<file path="config.mk">
export PLATFORM = sky130hd
export DESIGN_NAME = irq_req_tracker
export DESIGN_NICKNAME = d
export VERILOG_FILES = /design/src/rtl/irq_req_tracker.sv
export SDC_FILE = /design/constraint.sdc
export NUM_CORES = 1
export LEC_CHECK = 0
export BUFFER_PORTS_ARGS = -buffer_cell sky130_fd_sc_hd__buf_2
export CAP_MARGIN = 20
export CORE_AREA = 2 2 236 238
export DETAILED_ROUTE_END_ITERATION = 6
export DIE_AREA = 0 0 238 240
export GPL_TIMING_DRIVEN = 0
export PLACE_DENSITY = 0.45
export REMOVE_ABC_BUFFERS = 1
export SLEW_MARGIN = 0
export SYNTH_ARGS = -nofsm -noshare
export SYNTH_HDL_FRONTEND = slang
export SYNTH_SLANG_ARGS = --single-unit
</file>
<file path="constraint.sdc">
create_clock -name clk -period 3.4 [get_ports clk]
set_input_delay 0.34 -clock clk [delete_from_list [all_inputs] [get_ports clk]]
set_output_delay 0.34 -clock clk [all_outputs]
set_load 0.03 [all_outputs]
</file>
<file path="src/rtl/irq_req_tracker.sv">
module irq_req_tracker #(
  parameter int NPINS  = 24,
  parameter int VEC_W  = 8,
  parameter int DEST_W = 8,
  localparam int PIN_W = (NPINS > 1) ? $clog2(NPINS) : 1
) (
  input  logic                    clk,
  input  logic                    rst_n,
  input  logic [NPINS-1:0]        lvl_stb,
  input  logic [NPINS-1:0]        lvl_val,
  input  logic [NPINS-1:0]        cfg_level,
  input  logic [NPINS-1:0]        cfg_mask,
  input  logic [NPINS*VEC_W-1:0]  cfg_vector,
  input  logic [NPINS*DEST_W-1:0] cfg_dest,
  input  logic                    eoi_valid,
  input  logic [VEC_W-1:0]        eoi_vector,
  input  logic                    eoi_level,
  input  logic                    eoi_directed,
  input  logic                    dlv_ready,
  input  logic                    dlv_accepted,
  output logic                    dlv_valid,
  output logic [PIN_W-1:0]        dlv_pin,
  output logic [VEC_W-1:0]        dlv_vector,
  output logic [DEST_W-1:0]       dlv_dest,
  output logic                    dlv_level,
  output logic [NPINS-1:0]        coal_o,
  output logic [NPINS-1:0]        fail_o,
  output logic [NPINS-1:0]        remote_irr,
  output logic [NPINS-1:0]        snap_irr
);

  logic [NPINS-1:0] irr, pend, dlvd, rirr;
  logic [NPINS-1:0] eoi_hit, cand, sel;
  logic             fire;

  wire [NPINS-1:0] asrt = lvl_stb & lvl_val;
  wire [NPINS-1:0] deas = lvl_stb & ~lvl_val;
  wire [NPINS-1:0] irr_n = (irr | asrt) & ~deas;
  wire             eoi_ok = eoi_valid & eoi_level & ~eoi_directed;

  always_comb begin
    for (int i = 0; i < NPINS; i++)
      eoi_hit[i] = eoi_ok & cfg_level[i] & (cfg_vector[i*VEC_W +: VEC_W] == eoi_vector);
  end

  assign cand = pend & ~cfg_mask;

  always_comb begin
    dlv_pin   = '0;
    dlv_valid = 1'b0;
    for (int i = NPINS - 1; i >= 0; i--) begin
      if (cand[i]) begin
        dlv_pin   = PIN_W'(i);
        dlv_valid = 1'b1;
      end
    end
  end

  assign dlv_vector = cfg_vector[dlv_pin*VEC_W +: VEC_W];
  assign dlv_dest   = cfg_dest[dlv_pin*DEST_W +: DEST_W];
  assign dlv_level  = cfg_level[dlv_pin];
  assign fire       = dlv_valid & dlv_ready;
  assign sel        = fire ? (NPINS'(1) << dlv_pin) : '0;

  wire [NPINS-1:0] acc_set = sel & cfg_level & {NPINS{dlv_accepted}};
  wire [NPINS-1:0] blocked = (rirr & ~eoi_hit) | acc_set;
  wire [NPINS-1:0] coal_n  = asrt & ((~cfg_level & irr) | (cfg_level & blocked));
  wire [NPINS-1:0] svc     = asrt & ~coal_n;
  wire [NPINS-1:0] redo    = eoi_hit & rirr & irr_n;
  wire [NPINS-1:0] add     = (svc | redo) & ~cfg_mask;

  always_ff @(posedge clk or negedge rst_n) begin
    if (!rst_n) begin
      irr    <= '0;
      pend   <= '0;
      dlvd   <= '0;
      rirr   <= '0;
      coal_o <= '0;
      fail_o <= '0;
    end else begin
      irr    <= irr_n;
      pend   <= (pend & ~sel) | add;
      dlvd   <= (dlvd | (sel & ~cfg_level)) & ~(asrt & ~cfg_level);
      rirr   <= blocked;
      coal_o <= coal_n;
      fail_o <= svc & cfg_mask;
    end
  end

  assign remote_irr = rirr;
  assign snap_irr   = irr & ~dlvd;

endmodule

</file>
==> summary.md, run 1 <==
| Metric | Value |
|---|---|
| Outcome | complete, but fails checks |
| Failing checks | negative setup slack |
| Worst vdd ir | ~0.4 mV |
| CP Capture Type | output port |
| Final-layout fill cell count | 5848 |
| Setup TNS | -8740 ps |
| Row cnt | between 80 and 90 |
| Number of global-route vias before repair | between 15000 and 20000 |
| Max Slew Vio Count | 0 |
| Clk slew on worst S/H paths | 70 ps |
| Starting density of the core | a little under a quarter |
| Post-synth design cell area | 0.0125 mm² |
| Via count | between 15000 and 20000 |
| Synthesis-to-finish area growth | 60.4% |
| Reg-to-Reg Start | pend[2]$_DFF_PN0_ |
| RSZ-0062 raised after global routing | true |
| Initial antenna violation count | 22 |
| Die footprint | roughly 0.057 mm² |
| Final WS setup | -665 ps |
| Leading area contributor after synthesis | dfrtp_1 |
| Hold Crit Depth | 2 |
| Final worst path period share | 120% |
| Fin util | between 30 and 40% |
| DRT antenna net count | 0 |
| Critical setup path kind | reg -> out |
| Total track usage | between 30 and 40% |
| CTS root buf | clkbuf_16 |
| Synth top area cells | dfrtp_1 29%, xor2_1 8.0%, nand2_1 6.5% |
| Placed cells | approximately 2800 |
| Ys Warns | 0 |
| Total core area | roughly 0.055 mm² |
| H-tree depth | 4 |
| Share of the synthesized area in the top cell type | 28.8% |
| Grt ovf | 0 |
| CTS Buf Count | 17 |
| CTS sink count | ~140 |
| Die height | between 200 and 250 µm |
| Die span in x | roughly 240 µm |
| Setup violators final | 21 |
| Synthesized area per cell | a little under 8 µm² |
| Cells after Synth | around 1600 |
| Post-synth top flop | dfrtp_1 |
| Global-route wire length before repair | 122 mm |
| Slew HR | 25.2% |
| Worst-skew pair later-pin latency | 480 ps |
| Final wirelength | slightly above 90 mm |
| Sequential area share after synthesis | 28.8% |
| HPWL after DPL | 65.1 mm |
| Post-route insts no fill | around 3000 |
| Setup crit start kind | flop |
| Worst path cell trace | nor2b_4 > buf_6 > o31ai_4 > o21a_4 > buf_4 > a211oi_4 > buf_8 > a21o_1 > nor3_2 > a2111oi_2 > buf_2 > or4_4 > buf_6 |
| Hold wc startpoint | cfg_mask[20] |
| P per Cell Area | 868 mW/mm² |
| Asr flop ratio synth | 100% |
| Drt first pass iters | 5 |
| IO buf count | between 600 and 700 |
| Hold EP | pend[20]$_DFF_PN0_ |
| Netlist cell types | 78 |
| Maximum clock path buffer count | 2 |
| Avg WL per Cell | just over 30 µm |
| CP Max Fanout | 8 |
| Reg area | 0.00360 mm² |
| FMAX | 246 MHz |
| CP peak stage delay | between 500 and 600 ps |
| Vias per inst | ~5.5 |
| Ports | slightly above 600 |
| Path category of the worst min-delay check | in -> reg |
| Leakage | 9.35 nW |
| FF-to-FF setup slack | -120 ps |
| Layout cells sized above 1 | 44.0% |
| Largest net degree at the start of global routing | 100 |
| Drt drc | 0 |
| Worst-Margin Slew | about 1100 ps |
| Max-cap violations | 0 |
| Number of synthesized flops with an enable pin | 0 |
| TritonCTS clock tree | done |
| Worst EP arrival | about 3700 ps |
| Skew final | 16.1 ps |
| Reg2Reg Depth | 14 |
| CP most frequent cell | buf_6 |
| Period minus WS final | roughly 4100 ps |
| Hold Vio Cnt, Final | 0 |
| Final nets | between 2000 and 3000 |
| Worst reg2reg endpoint | pend[14]$_DFF_PN0_ |
| Gpl congestion | 0.925 |
| Critical path required time | just over 3000 ps |
| Multi-input combinational cell area | 0.00941 mm² |
| Seq cells post-synth | 144 |
| Initial detailed-routing violation count | between 1000 and 1500 |
| Slowest-stage cell, CP | or4_4 |
| Hold slack | about 70 ps |
==> how the worst max path moves through the flow <==
| stage | depth (start not counted) | endpoint | slack (ps) | from |
|---|---|---|---|---|
| floorplan | 9 | dlv_dest[2] | -1630 | pend[21]$_DFF_PN0_ |
| global placement | 8 | remote_irr[5]$_DFF_PN0_ | -8120 | cfg_mask[12] |
| detailed placement | 14 | dlv_vector[2] | -2900 | cfg_mask[3] |
| CTS | 14 | dlv_vector[1] | -650 | pend[15]$_DFF_PN0_ |
| global route | 13 | dlv_vector[1] | -710 | pend[21]$_DFF_PN0_ |
| finish | 13 | dlv_vector[1] | -670 | pend[15]$_DFF_PN0_ |
==> placed cells by master (no fill, tap or decap), drive strengths merged, types with 40 or more instances in the layout <==
master,count
o211ai,41
buf,789
nor2,103
nand3,55
nor3,40
a21oi,69
nand2,224
o21ai,116
xnor2,78
xor2,114
dfrtp,144
inv,53
a31oi,40
==> cells in the mapped netlist (all sizes together), types with 10 or more instances <==
| cell type | n |
|---|---|
| o22a | 26 |
| xnor2 | 78 |
| and4 | 11 |
| and2 | 11 |
| o211ai | 41 |
| a221oi | 14 |
| nor2b | 29 |
| a21o | 13 |
| nor4 | 38 |
| nor2 | 103 |
| nor3 | 40 |
| o221ai | 22 |
| a32oi | 16 |
| clkbuf | 57 |
| a31o | 10 |
| buf | 50 |
| mux2i | 37 |
| nand2b | 21 |
| xor2 | 114 |
| nand4 | 33 |
| o21ai | 116 |
| a221o | 12 |
| nand3 | 55 |
| a211oi | 11 |
| a31oi | 40 |
| inv | 48 |
| and3 | 16 |
| a21oi | 69 |
| mux2 | 11 |
| dfrtp | 144 |
| nand2 | 221 |
==> area by class of cell <==
| class | count | share of cell area [%] |
|---|---|---|
| diodes | 16 | 0.199 |
| clock buffers | 19 | 2.21 |
| clock inverters | 12 | 0.542 |
| inverters | 49 | 1.29 |
| multi-input cells | 1297 | 46.9 |
| flip-flops and latches | 144 | 18.0 |
| well taps | 704 | 4.39 |
| repair buffers | 794 | 26.2 |
| repair inverters | 5 | 0.330 |
==> where the power goes <==
part,switching (mW),internal (mW)
registers,0.187,1.99
clock network,0.855,1.02
logic,8.28,5.09
total,9.32,8.10
==> metrics by stage <==
stage	worst slack (ps)	power (mW)	cell area (µm²)
2_1_floorplan	-1630	6.78	12000
3_3_place_gp	-8120	10.4	16000
3_5_place_dp	-2900	11.3	16500
4_1_cts	-652	16.2	19100
5_1_grt	-715	17.9	20100
6_report	-665	17.4	20100
==> per-layer routing <==
layer | GRT usage, % | routed length, µm
met4 | 14.7 | 4360
met3 | 5.82 | 7160
met5 | 0 | 0
met1 | 37.0 | 36200
met2 | 52.1 | 44400
==> worst max-delay path, delay by kind of cell, from the launching register on <==
kind	cells	cell delay [ps]
simple gates	3	910
compound gates	5	1030
buf+inv	5	830
flops	1	460
==> sequential cells by signal (all words and copies together), names as in the netlist <==
signal,count
irr,24
fail_o,24
dlvd,24
coal_o,24
pend,24
remote_irr,24
==> what timing repair did <==
action | CTS | global route
hold buffers | 1 | 0
setup buffers | 105 | 44
endpoints found under the setup margin | 128 | 25
resized for setup | 238 | 114
pin swaps | 72 | 57
hold endpoints to repair | 45 | 0
cloned | 13 | 4
==> cell families (layout without fill, tap and decap cells) <==
group / Yosys count / after routing / share of synthesized area (%)
AOI/OAI and AO/OA: 461 / 461 / 25.6
xor gates and xnor gates: 192 / 192 / 13.4
buffers and inverters: 156 / 879 / 5.36
DFF: 144 / 144 / 28.8
muxes: 48 / 48 / 3.95
other: 0 / 16 / 0
and+or+nand+nor: 593 / 596 / 22.8
(Power assumes the default switching activity.)
==> inputs of run 2 (changes only) <==
--- a/config.mk
+++ b/config.mk
@@ -11,7 +11,6 @@
 export DETAILED_ROUTE_END_ITERATION = 6
 export DIE_AREA = 0 0 238 240
 export GPL_TIMING_DRIVEN = 0
-export PLACE_DENSITY = 0.45
 export REMOVE_ABC_BUFFERS = 1
 export SLEW_MARGIN = 0
 export SYNTH_ARGS = -nofsm -noshare
==> run 2 against run 1 <==
Compared with the run above: the run still ends with negative setup slack left; clock power up 2%; setup slack worse by 90 ps; clock-buffer cell count stayed put; combinational power about the same; largest cell class unchanged; largest power group unchanged.
==> summary.md, run 2 (synthesized netlist as in run 1, its figures left out) <==
| Metric | Value |
|---|---|
| Tot Pwr | 17.6 mW (+1.1%) |
| Final nets | 2804 (+0.036%) |
| Fin util | 36.9% (+0.16 points) |
| Worst-skew pair later-pin latency | 490 ps (about the same) |
| Hold wc startpoint | cfg_mask[2] |
| Final WS setup | -755 ps (-89.9 ps) |
| Hold Crit Depth | 2 (unchanged) |
| FF-to-FF setup slack | -160 ps (-40 ps) |
| Largest net degree at the start of global routing | 86 (-14%) |
| Worst-Margin Slew | 1050 ps (-65.0 ps) |
| Final worst path period share | 122% (+2.6 points) |
| Total track usage | 31.0% (+0.48 points) |
| Number of global-route vias before repair | 16671 (+1.2%) |
| Layout cells sized above 1 | 44.0% (about the same) |
| Avg WL per Cell | 30.1 µm (-0.81%) |
| Hold slack | 63.5 ps (-6.53 ps) |
| TritonCTS clock tree | done |
| HPWL after DPL | 65.2 mm (+0.14%) |
| Skew final | 18.8 ps (+2.69 ps) |
| Gpl congestion | 0.913 (-1.3%) |
| Total core area | 0.0547 mm² (unchanged) |
| DRT antenna net count | 0 (unchanged) |
| CP Max Fanout | 4 (-4) |
| Worst reg2reg endpoint | pend[14]$_DFF_PN0_ |
| Dpl ws | -3050 ps (-149 ps) |
| Routed length on met3 | 8.51 mm (+19%) |
| Max Slew Vio Count | 0 (unchanged) |
| Reg2Reg Depth | 13 (-1) |
| Final Cell Area | 0.0202 mm² (+0.45%) |
| Hold EP | pend[2]$_DFF_PN0_ |
| Ports | 614 (unchanged) |
| Grt ovf | 0 (unchanged) |
| Leakage | 9.39 nW (+0.35%) |
| Die span in x | 238 µm (unchanged) |
| Critical setup path kind | reg -> out |
| Met2 routed WL | 41.9 mm (-5.7%) |
| CTS root buf | clkbuf_16 |
| Synthesis-to-finish area growth | 61.1% |
| Multi-input combinational cell area | 0.00943 mm² (+0.21%) |
| Slew HR | 29.8% (+4.6 points) |
| Global-route wire length before repair | 124 mm (+1.3%) |
| IO buf count | 613 (unchanged) |
| Max-cap violations | 0 (unchanged) |
| Commonest non-fill, non-tap cell in the layout | buf_2 |
| Final-layout fill cell count | 5765 (-1.4%) |
| Drt drc | 0 (unchanged) |
| Final wirelength | 91.5 mm (-0.64%) |
| P per Cell Area | 873 mW/mm² (+0.63%) |
| Worst vdd ir | 0.516 mV (+28%) |
| CTS Buf Count | 17 (unchanged) |
| Vias per inst | 5.58 (+0.99%) |
| Initial antenna violation count | 22 (unchanged) |
| H-tree depth | 4 (unchanged) |
| Cell Area, Placed | 0.0165 mm² (about the same) |
| Worst EP arrival | 3810 ps (+80 ps) |
| Setup crit start kind | flop |
| FMAX | 241 MHz (-2.2%) |
| Via count | 16994 (+1.2%) |
| Maximum clock path buffer count | 2 (unchanged) |
| Drt first pass iters | 6 (+1) |
| CP Capture Type | output port |
| RSZ-0062 raised after global routing | true |
| Row cnt | 86 (unchanged) |
| Outcome | complete, but fails checks |
| Die footprint | 0.0571 mm² (unchanged) |
| Top Layer Used | met5 |
| Critical path required time | 3060 ps (about the same) |
| Reg-to-Reg Start | pend[2]$_DFF_PN0_ |
| Starting density of the core | 22.9% (unchanged) |
| Commonest cells after routing, fill and taps aside | 598 x buf_2, 206 x nand2_1, 143 x dfrtp_1 |
| Reg area | 0.00360 mm² (unchanged) |
| M1 wire length | 34.7 mm (-4.1%) |
| CTS sink count | 144 (unchanged) |
| Clk slew on worst S/H paths | 80 ps (about the same) |
| Hold Vio Cnt, Final | 0 (unchanged) |
| Failing checks | negative setup slack |
| Initial detailed-routing violation count | 1668 (+26%) |
| Path category of the worst min-delay check | in -> reg |
| Setup violators final | 21 (unchanged) |
| Period minus WS final | 4150 ps (+89.9 ps) |
| Die height | 240 µm (unchanged) |
run 2: power by group:
group	internal, mW	switching (mW)
clock	0.993	0.925
combinational	5.24	8.26
sequential	1.99	0.195
total	8.22	9.39
run 2: per-stage QoR:
stage	instances	setup TNS [ps]
2_1_floorplan	1487	-72650
3_3_place_gp	2804	-659640
3_5_place_dp	2830	-132700
4_1_cts	2998	-8440
5_1_grt	3037	-11070
6_report	3045	-9510
run 2: metal layers:
metal | track usage, % | vias to the layer above
li1 | - | 7323
met1 | 37.1 | 8137
met2 | 50.7 | 1199
met3 | 7.46 | 325
met4 | 18.4 | 10
met5 | 0 | -
run 2: worst max path at each step:
stage | startpoint | endpoint | slack [ps]
CTS | pend[12]$_DFF_PN0_ | dlv_vector[1] | -650
detailed placement | cfg_mask[3] | dlv_vector[2] | -3050
global route | pend[23]$_DFF_PN0_ | dlv_vector[1] | -730
floorplan | pend[21]$_DFF_PN0_ | dlv_dest[2] | -1630
finish | pend[2]$_DFF_PN0_ | dlv_vector[2] | -750
global placement | cfg_mask[12] | remote_irr[13]$_DFF_PN0_ | -7780
run 2: what timing repair did:
item	in CTS	in global routing
setup endpoints to repair	132	23
hold endpoints to repair	59	0
pin swaps	69	53
buffers inserted	123	26
gates resized for setup	250	75
cloned	13	1
hold buffers	1	0
run 2: critical path: stages (launching register included):
cell,delay [ps]
dfrtp_1,410
and2b_4,220
or4_4,620
buf_6,160
nor4_4,120
buf_4,190
nand2_8,120
buf_12,180
nor2_2,340
o221ai_1,230
o22ai_2,340
a211o_1,140
buf_2,220
run 2: area by class of cell:
type	instances	share of cell area [%]
clock buffer	19	2.25
antenna	19	0.236
tap	704	4.37
inverter	49	1.30
sequential	144	17.9
clock inverter	13	0.571
timing repair inverter	4	0.292
multi-input combinational	1297	46.7
timing repair buffer	796	26.4
